### config.mk
export PLATFORM = sky130hd
export DESIGN_NAME = intSeqUnit
export DESIGN_NICKNAME = d
export VERILOG_FILES = /design/src/rtl/intSeqPkg.sv /design/src/rtl/intSeqCtrl.sv /design/src/rtl/intSeqPath.sv /design/src/rtl/intSeqUnit.sv
export SDC_FILE = /design/constraint.sdc
export NUM_CORES = 1
export LEC_CHECK = 0
export BUFFER_PORTS_ARGS = -buffer_cell sky130_fd_sc_hd__clkbuf_2
export CELL_PAD_IN_SITES_DETAIL_PLACEMENT = 1
export CELL_PAD_IN_SITES_GLOBAL_PLACEMENT = 1
export CORE_UTILIZATION = 24
export CTS_CLUSTER_DIAMETER = 100
export CTS_CLUSTER_SIZE = 10
export DETAILED_ROUTE_END_ITERATION = 7
export PLACE_DENSITY_LB_ADDON = 0.3
export SETUP_SLACK_MARGIN = 0.3
export SYNTH_ARGS = -nofsm -noshare
export SYNTH_HDL_FRONTEND = slang
export SYNTH_SLANG_ARGS = --single-unit
### constraint.sdc
create_clock -name clk -period 1.75 [get_ports clk]
set_input_delay 0.35 -clock clk [delete_from_list [all_inputs] [get_ports clk]]
set_output_delay 0.35 -clock clk [all_outputs]
set_load 0.05 [all_outputs]
### src/rtl/intSeqPkg.sv
package intSeqPkg;

  typedef enum logic [2:0] {
    ST_IDLE     = 3'd0,
    ST_SAVE     = 3'd1,
    ST_VECREAD  = 3'd2,
    ST_LOADPC   = 3'd3,
    ST_HANDLER  = 3'd4,
    ST_RESTORE  = 3'd5
  } seqState_t;

  // Strobes from the sequencer to the datapath
  typedef struct packed {
    logic capture;    // latch winning ID and current enable flag
    logic vecRead;    // drive the vector table read
    logic pcDrive;    // drive the handler address to the PC
    logic ieClear;    // force the enable flag low
    logic ieRestore;  // write the saved enable flag back
  } seqStrobe_t;

endpackage

### src/rtl/intSeqCtrl.sv
module intSeqCtrl
  import intSeqPkg::*;
(
  input  logic       clk,
  input  logic       rstN,
  input  logic       hit,
  input  logic       instBoundary,
  input  logic       saveDone,
  input  logic       retStrobe,
  input  logic       restoreDone,
  output logic       saveReq,
  output logic       restoreReq,
  output seqStrobe_t strobe
);

  seqState_t state, stateNext;

  always_comb begin
    stateNext = state;
    unique case (state)
      ST_IDLE:    if (instBoundary && hit) stateNext = ST_SAVE;
      ST_SAVE:    if (saveDone) stateNext = ST_VECREAD;
      ST_VECREAD: stateNext = ST_LOADPC;
      ST_LOADPC:  stateNext = ST_HANDLER;
      ST_HANDLER: if (retStrobe) stateNext = ST_RESTORE;
      ST_RESTORE: if (restoreDone) stateNext = ST_IDLE;
      default:    stateNext = ST_IDLE;
    endcase
  end

  always_ff @(posedge clk) begin
    if (!rstN) state <= ST_IDLE;
    else       state <= stateNext;
  end

  always_comb begin
    strobe           = '0;
    strobe.capture   = (state == ST_IDLE) && instBoundary && hit;
    strobe.vecRead   = (state == ST_VECREAD);
    strobe.pcDrive   = (state == ST_LOADPC);
    strobe.ieClear   = (state == ST_SAVE);
    strobe.ieRestore = (state == ST_RESTORE) && restoreDone;
  end

  assign saveReq    = (state == ST_SAVE);
  assign restoreReq = (state == ST_RESTORE);

  // idle only leaves on a boundary
  p_wait_boundary_r1: assert property (@(posedge clk) disable iff (!rstN)
    (state == ST_IDLE && !instBoundary) |=> (state == ST_IDLE));

  // save handshake is waited for
  p_hold_save_r2: assert property (@(posedge clk) disable iff (!rstN)
    (saveReq && !saveDone) |=> saveReq);

  // handler level is left only through the return strobe
  p_no_nest_r8: assert property (@(posedge clk) disable iff (!rstN)
    (state == ST_HANDLER && !retStrobe) |=> (state == ST_HANDLER));

  // restore handshake is waited for
  p_hold_restore_r9: assert property (@(posedge clk) disable iff (!rstN)
    (restoreReq && !restoreDone) |=> restoreReq);

endmodule

### src/rtl/intSeqPath.sv
module intSeqPath
  import intSeqPkg::*;
#(
  parameter int NUM_DEV = 8,
  parameter int ADDR_W  = 12,
  localparam int ID_W   = $clog2(NUM_DEV + 1)
) (
  input  logic               clk,
  input  logic               rstN,
  input  logic [NUM_DEV-1:0] devReq,
  input  logic               nmiReq,
  input  logic               intEnable,
  input  seqStrobe_t         strobe,
  input  logic [ADDR_W-1:0]  vecData,
  output logic               hit,
  output logic [ID_W-1:0]    ackId,
  output logic               ack,
  output logic               vecRdEn,
  output logic [ADDR_W-1:0]  vecAddr,
  output logic               pcLoad,
  output logic [ADDR_W-1:0]  pcLoadAddr,
  output logic               ieWr,
  output logic               ieVal
);

  logic [ID_W-1:0] devPick, idNext, idReg;
  logic            devFound, savedIe;

  // lowest set bit wins; bit i maps to ID i+1
  always_comb begin
    devPick  = '0;
    devFound = 1'b0;
    for (int i = 0; i < NUM_DEV; i++) begin
      if (devReq[i] && !devFound) begin
        devFound = 1'b1;
        devPick  = ID_W'(i + 1);
      end
    end
  end

  assign hit    = nmiReq || (intEnable && devFound);
  assign idNext = nmiReq ? '0 : devPick;

  always_ff @(posedge clk) begin
    if (!rstN) begin
      idReg   <= '0;
      savedIe <= 1'b0;
    end else if (strobe.capture) begin
      idReg   <= idNext;
      savedIe <= intEnable;
    end
  end

  assign ack        = strobe.vecRead;
  assign vecRdEn    = strobe.vecRead;
  assign ackId      = strobe.vecRead ? idReg : '0;
  assign vecAddr    = strobe.vecRead ? ADDR_W'(idReg) : '0;
  assign pcLoad     = strobe.pcDrive;
  assign pcLoadAddr = strobe.pcDrive ? vecData : '0;
  assign ieWr       = strobe.ieClear || strobe.ieRestore;
  assign ieVal      = strobe.ieRestore && savedIe;

  // a maskable source is only captured with the flag set
  p_mask_r4: assert property (@(posedge clk) disable iff (!rstN)
    (strobe.capture && !nmiReq) |-> intEnable);

  // the nonmaskable source always gets ID 0
  p_nmi_first_r3: assert property (@(posedge clk) disable iff (!rstN)
    (strobe.capture && nmiReq) |=> (idReg == '0));

  // enable flag is never written high while entering
  p_clear_on_entry_r7: assert property (@(posedge clk) disable iff (!rstN)
    strobe.ieClear |-> !ieVal);

endmodule

### src/rtl/intSeqUnit.sv
module intSeqUnit
  import intSeqPkg::*;
#(
  parameter int NUM_DEV = 8,
  parameter int ADDR_W  = 12,
  localparam int ID_W   = $clog2(NUM_DEV + 1)
) (
  input  logic               clk,
  input  logic               rstN,
  input  logic [NUM_DEV-1:0] devReq,
  input  logic               nmiReq,
  input  logic               intEnable,
  input  logic               instBoundary,
  input  logic               retStrobe,
  output logic               saveReq,
  input  logic               saveDone,
  output logic               ack,
  output logic [ID_W-1:0]    ackId,
  output logic               vecRdEn,
  output logic [ADDR_W-1:0]  vecAddr,
  input  logic [ADDR_W-1:0]  vecData,
  output logic               pcLoad,
  output logic [ADDR_W-1:0]  pcLoadAddr,
  output logic               ieWr,
  output logic               ieVal,
  output logic               restoreReq,
  input  logic               restoreDone
);

  seqStrobe_t strobe;
  logic       hit;

  intSeqCtrl u_ctrl (
    .clk          (clk),
    .rstN         (rstN),
    .hit          (hit),
    .instBoundary (instBoundary),
    .saveDone     (saveDone),
    .retStrobe    (retStrobe),
    .restoreDone  (restoreDone),
    .saveReq      (saveReq),
    .restoreReq   (restoreReq),
    .strobe       (strobe)
  );

  intSeqPath #(.NUM_DEV(NUM_DEV), .ADDR_W(ADDR_W)) u_path (
    .clk        (clk),
    .rstN       (rstN),
    .devReq     (devReq),
    .nmiReq     (nmiReq),
    .intEnable  (intEnable),
    .strobe     (strobe),
    .vecData    (vecData),
    .hit        (hit),
    .ackId      (ackId),
    .ack        (ack),
    .vecRdEn    (vecRdEn),
    .vecAddr    (vecAddr),
    .pcLoad     (pcLoad),
    .pcLoadAddr (pcLoadAddr),
    .ieWr       (ieWr),
    .ieVal      (ieVal)
  );

  // PC load follows a vector read
  p_pc_after_read_r6: assert property (@(posedge clk) disable iff (!rstN)
    pcLoad |-> $past(vecRdEn));

  // acknowledge is a single-cycle pulse
  p_ack_pulse_r5: assert property (@(posedge clk) disable iff (!rstN)
    ack |=> !ack);

  // vector read comes straight after a completed save
  p_read_after_save_r2: assert property (@(posedge clk) disable iff (!rstN)
    vecRdEn |-> $past(saveReq && saveDone));

endmodule

==> qor.csv, run 1 <==
metric,value,unit
Power Density,795.1,mW/mm^2
clock sinks,8,
Critical Path AT,1.41,ns
worst path required time,1.40,ns
Comb pwr share,69.9,%
TritonCTS clock tree,done,
Reg power frac,18.8,%
drt first pass iters,8,
Die Ht,56.94,um
FF-to-FF End,u_ctrl.state[0],
first-pass GRT wire length,5.361,mm
status,"complete, but fails checks",
CTS Buf Count,3,
H-tree depth,1,
worst vdd ir,350.8,uV
Final Hold Viols,0,
Synth area leaders,"dfxtp_1, and2_1, buf_4",
area delta synth->final,138.7,%
Synth Instances,99,
Root Buffer,clkbuf_4,
final core occ,61.64,%
failing checks,"DRC, setup timing",
slowest CP cell,dfxtp_4,
total net switching power,0.6198,mW
die footprint,0.003242,sq mm
top post-synthesis cells by count,"and2_1, buf_4, nand2_1, dfxtp_1",
synthesized area per cell,7.318,sq um
Worst Path Max Fanout,5,
sequential-to-total area share from yosys stat,22.11,%
R2R depth,6,
Fill cells,300,
leakage power,0.7906,nW
Mapped Area,724.4,sq um
hpwl dp,1.901,mm
number of global-route vias before repair,1025,
ANT cells,0,
most frequent cell after synthesis,and2_1,
largest net degree at the start of global routing,12,
CP Class,flip-flop to output port,
endpoint class of the critical path,output port,
gr usage total,21.64,%
synth warn,0,
routed vias,989,
I/O Pins,63,
f_max,0.5685,GHz
Initial Util,25.83,%
worst clock skew,0.01145,ns
RD Place Congestion,0.7396,
Max-Cap Viols,0,
NumNets Final,194,
ANT nets after route,0,
Longest Clk Path Bufs,2,
Hold Path Depth,3,
Synth area leader,dfxtp_1,
Worst R2R Setup Slack,0.26,ns
"Clk pin slew, worst setup/hold paths",0.07,ns
Worst Path Buf+Inv,2,
Final Power,1.375,mW
core area,0.002805,sq mm
Residual DRC,6,
Yosys reg bits,8,
Post-CTS Hold Buffers,0,
Clock Power Share,11.3,%
hold endpoint,u_path.idReg[3],
initial antenna violation count,0,
Synth async-reset ratio,0,%
critical hold path startpoint,devReq[7],
# rows,19,
# setup viols final,2,
Post-DP Area,0.001045,sq mm
# port buffers,54,
post-synth cell types,30,
Overflow after GRT,0,
largest stage delay on the critical path,0.38,ns
die span in x,56.94,um
setup TNS,-0.01198,ns
number of flops mapped to enable cells by yosys,0,
final non-filler cell area,0.001729,sq mm
mean routed wirelength per cell,19.66,um
Final Slew Violations,0,
layout cell share with drive strength beyond 1,65.24,%
final worst path period need,1.759,ns
Sw Ratio,45.08,%
post-DR vias/cell,5.072,
Post-Route WL,3.834,mm
Yosys top cell area share,22.11,%
Pint,0.7550,mW
Setup WS pre-CTS,-0.02584,ns
Worst setup SP type,flip-flop,
crit share post-route,100.5,%
Iter 0 DRT Violations,44,
Final WS setup,-0.008874,ns
RSZ-0062 raised after global routing,yes,
"Clk Latency, worst-skew pair",0.26,ns
HP Class,input pin to flip-flop,
Most used DFF post-synth,dfxtp_1,
Crit path max-delay family,simple AND/OR/NAND/NOR gates,
CP cell instances,"nor3b_4, buf_4, and2_4, clkbuf_16",
RR Startpoint,u_ctrl.state[2],
==> layout by cell type, fill, tap and decap left out, types with 2 or more instances in the layout <==
| master | synthesis | layout |
|---|---|---|
| dfxtp_4 | 0 | 3 |
| clkbuf_2 | 0 | 27 |
| inv_1 | 3 | 3 |
| mux2i_1 | 6 | 6 |
| nand2_1 | 11 | 10 |
| dfxtp_1 | 8 | 5 |
| buf_4 | 13 | 10 |
| buf_6 | 0 | 7 |
| nor3b_4 | 0 | 2 |
| nand3_1 | 2 | 2 |
| clkbuf_16 | 0 | 18 |
| o21ai_0 | 3 | 3 |
| nor2_1 | 6 | 5 |
| buf_8 | 0 | 9 |
| conb_1 | 1 | 8 |
| clkbuf_4 | 0 | 3 |
| nor4_1 | 2 | 2 |
| a21oi_1 | 4 | 3 |
| a211o_1 | 2 | 2 |
| and2_4 | 0 | 16 |
==> per-stage QoR <==
stage	hold slack, ns	instances
final	0.4179	195
after global routing	0.4370	195
after CTS	0.3764	193
after detailed placement	0.4533	178
after global placement	0.4467	178
after floorplan	0.4352	106
==> what timing repair did <==
action	CTS	global route
endpoints found under the setup margin	32	34
gates cloned	0	0
pin swaps	10	16
resized for setup	85	24
setup buffers	12	2
==> tightest hold or removal path: stages <==
cell and delay [ns]:
clkbuf_2 0.10, nand4_1 0.09, mux2i_1 0.08
==> worst max-delay path by stage <==
stage                    startpoint            end  slack (ns)  cells past startpoint
floorplan           u_ctrl.state[0]     vecAddr[0]       -0.17                      4
global placement    u_ctrl.state[0]  pcLoadAddr[0]        0.04                      4
detailed placement  u_ctrl.state[0]  pcLoadAddr[5]       -0.03                      4
CTS                 u_ctrl.state[0]  pcLoadAddr[5]        0.06                      5
global route        u_ctrl.state[1]     vecAddr[1]       -0.02                      4
finish              u_ctrl.state[2]     vecAddr[1]      -0.009                      4
==> layer usage <==
| layer | part of all wire [%] | vias up | wire length [um] | GRT usage (%) |
|---|---|---|---|---|
| li1 | - | 455 | - | - |
| met1 | 37 | 464 | 1417 | 24.55 |
| met2 | 54 | 60 | 2060 | 42.02 |
| met3 | 5.6 | 10 | 214 | 2.268 |
| met4 | 3.7 | 0 | 140 | 6.620 |
| met5 | 0 | - | 0 | 0 |
==> power groups by stage <==
stage                     sequential (mW)  combinational, mW  clock [mW]
after global routing                0.262              0.997       0.160
after floorplan                     0.232              0.504           0
after global placement              0.257              0.560           0
after CTS                           0.253              0.834       0.151
final                               0.258              0.961       0.155
after detailed placement            0.260              0.570           0
==> area by class of cell <==
class                           instances  area (sq um)  area share (%)
Inverter                                3         11.26          0.6512
Tap cell                               31         38.79           2.243
Multi-Input combinational cell         78         590.6           34.15
Sequential cell                         8         171.4           9.913
Timing Repair Buffer                   72         894.6           51.74
Clock buffer                            3         22.52           1.302
==> flip-flops by register name (all words and copies together), names as in the netlist <==
name            flops
u_path.idReg        4
u_ctrl.state        3
u_path.savedIe      1
==> cells by family after synthesis <==
| kind of cell | count (synthesis) | share of synthesized area [%] |
|---|---|---|
| AO/OA/AOI/OAI | 15 | 13.82 |
| buffers and inverters | 20 | 17.44 |
| flip-flops | 8 | 22.11 |
| multiplexers | 6 | 8.290 |
| other | 1 | 0.5176 |
| AND/OR/NAND/NOR | 49 | 37.83 |
(Power assumes the default switching activity.)
==> inputs of run 2 (changes only) <==
Settings changed: CORE_ASPECT_RATIO from default to 1.75.
==> qor.csv, run 2 (synthesis results as in run 1) <==
metric,value,unit,change
Worst setup SP type,flip-flop,,unchanged
worst path required time,1.40,ns,about the same
"Clk pin slew, worst setup/hold paths",0.04,ns,was 0.07 ns
CP Class,flip-flop to output port,,unchanged
Die Ht,74.68,um,was 56.94 um
ANT cells,0,,unchanged
final non-filler cell total,188,,was 195
Final Hold Viols,0,,unchanged
area of the multi-input gates,594.3,sq um,was 590.6 sq um
register bank with the most flops,u_path.idReg,,unchanged
Worst Path Max Fanout,6,,was 5
drt first pass iters,6,,was 8
GR Util met3,3.118,%,was 2.268%
TritonCTS clock tree,done,,unchanged
max FFs per register,4,,unchanged
clock sinks,8,,unchanged
area delta synth->final,130.6,%,was 138.7%
Critical Path AT,1.33,ns,was 1.41 ns
routed vias,975,,was 989
# port buffers,54,,unchanged
Longest Clk Path Bufs,2,,unchanged
die span in x,43.53,um,was 56.94 um
Initial Util,25.02,%,was 25.83%
first-pass GRT wire length,5.423,mm,was 5.361 mm
largest stage delay on the critical path,0.38,ns,about the same
slowest CP cell,dfxtp_4,,unchanged
core area,0.002895,sq mm,was 0.002805 sq mm
top flop regs,"u_path.idReg x4, u_ctrl.state x3, u_path.savedIe x1",,unchanged
met2 usage,48.32,%,was 42.02%
Crit path max-delay family,simple AND/OR/NAND/NOR gates,,unchanged
Fill cells,314,,was 300
Root Buffer,clkbuf_8,,was clkbuf_4
number of global-route vias before repair,1064,,was 1025
Worst Path Buf+Inv,1,,was 2
die footprint,0.003251,sq mm,was 0.003242 sq mm
largest net degree at the start of global routing,12,,unchanged
# setup viols final,0,,was 2
layout cell share with drive strength beyond 1,65.00,%,was 65.24%
initial antenna violation count,0,,unchanged
met1 Usage GRT,19.21,%,was 24.55%
"commonest cells after routing, fill and taps aside","clkbuf_2, and2_4, clkbuf_16",,"was clkbuf_2, clkbuf_16, and2_4"
RSZ-0062 raised after global routing,yes,,unchanged
worst vdd ir,406.8,uV,was 350.8 uV
ANT nets after route,0,,unchanged
final worst path period need,1.684,ns,was 1.759 ns
gr busiest metal,met2,,unchanged
gr usage total,23.62,%,was 21.64%
RD Place Congestion,0.7603,,was 0.7396
Final Power,1.456,mW,was 1.375 mW
Max-Cap Viols,0,,unchanged
measured slew at the worst slew-check pin,0.4868,ns,
f_max,0.5939,GHz,was 0.5685 GHz
endpoint class of the critical path,output port,,unchanged
worst clock skew,0.002177,ns,was 0.01145 ns
Slew headroom,67.25,%,
# rows,26,,was 19
post-DR vias/cell,5.186,,was 5.072
final non-filler cell area,0.001670,sq mm,was 0.001729 sq mm
CTS Buf Count,3,,unchanged
placed cells,175,,was 178
Post-DP Area,0.001041,sq mm,was 0.001045 sq mm
Iter 0 DRT Violations,19,,was 44
mean routed wirelength per cell,19.68,um,was 19.66 um
CP cell instances,"nor3b_4, and2_4, clkbuf_8",,"was nor3b_4, buf_4, and2_4, clkbuf_16"
hold_ws,0.4032,ns,was 0.4179 ns
hpwl dp,2.096,mm,was 1.901 mm
failing checks,DRC,,"was DRC, setup timing"
Register Area,171.4,sq um,unchanged
leakage power,0.7598,nW,was 0.7906 nW
Power Density,871.6,mW/mm^2,was 795.1 mW/mm^2
"Clk Latency, worst-skew pair",0.23,ns,was 0.26 ns
"most common cell after layout, fill and taps aside",clkbuf_2,,unchanged
Final Slew Violations,0,,unchanged
final core occ,57.69,%,was 61.64%
Overflow after GRT,0,,unchanged
HP Class,input pin to flip-flop,,unchanged
I/O Pins,63,,unchanged
Residual DRC,16,,was 6
crit share post-route,96.21,%,was 100.5%
Post-Route WL,3.699,mm,was 3.834 mm
status,"complete, but fails checks",,unchanged
NumNets Final,190,,was 194
Post-CTS Hold Buffers,0,,unchanged
H-tree depth,1,,unchanged
run 2: cell count changes in the layout (fill, tap and decap cells not counted), moves of 2 or more:
cell and change:
buf_6 -3, clkbuf_16 -2, clkbuf_8 +6, clkbuf_4 -3, nand2_2 +2
run 2: timing repair:
| action | CTS | global route |
|---|---|---|
| gates resized for setup | 88 | 14 |
| setup endpoints to repair | 33 | 34 |
| cloned | 1 | 0 |
| pin swaps | 7 | 6 |
| buffers inserted | 7 | 2 |
| endpoints found under the hold margin | 0 | 0 |
run 2: layer usage:
layer / up-vias / share of wire, %
met5: - / 0
met4: 0 / 6.6
met3: 15 / 5.6
met2: 59 / 61
met1: 460 / 27
li1: 441 / -
run 2: worst min-delay path: stages:
cell	delay (ns)
clkbuf_2	0.10
nand4_1	0.07
mux2i_1	0.06
run 2: worst paths after layout:
check,startpoint,to,slack (ns),cells after the start
setup / recovery,u_ctrl.state[2],vecAddr[1],0.07,3
hold / removal,devReq[7],u_path.idReg[3],0.40,3
setup reg to reg,u_ctrl.state[2],u_ctrl.state[0],0.20,6
hold reg to reg,u_path.idReg[3],u_path.idReg[3],0.47,2
run 2: report_power, final:
part	internal (mW)	total [mW]	switching (mW)
Clock	0.150	0.230	0.0801
Combinational	0.477	0.960	0.483
Sequential	0.219	0.266	0.0474
Total	0.845	1.46	0.611
run 2: cell type report:
cell class,count,share of cell area [%]
clock buffer,3,2.472
inverter,3,0.6742
multi-input combinational,78,35.58
sequential,8,10.26
tap,28,2.097
timing repair buffer,68,48.91
run 2: metrics by stage:
step | worst slack (ns) | setup TNS, ns
2_1_floorplan | -0.1694 | -0.6777
3_3_place_gp | 0.1634 | 0
3_5_place_dp | 0.09812 | 0
4_1_cts | 0.09629 | 0
5_1_grt | 0.01321 | 0
6_report | 0.06634 | 0
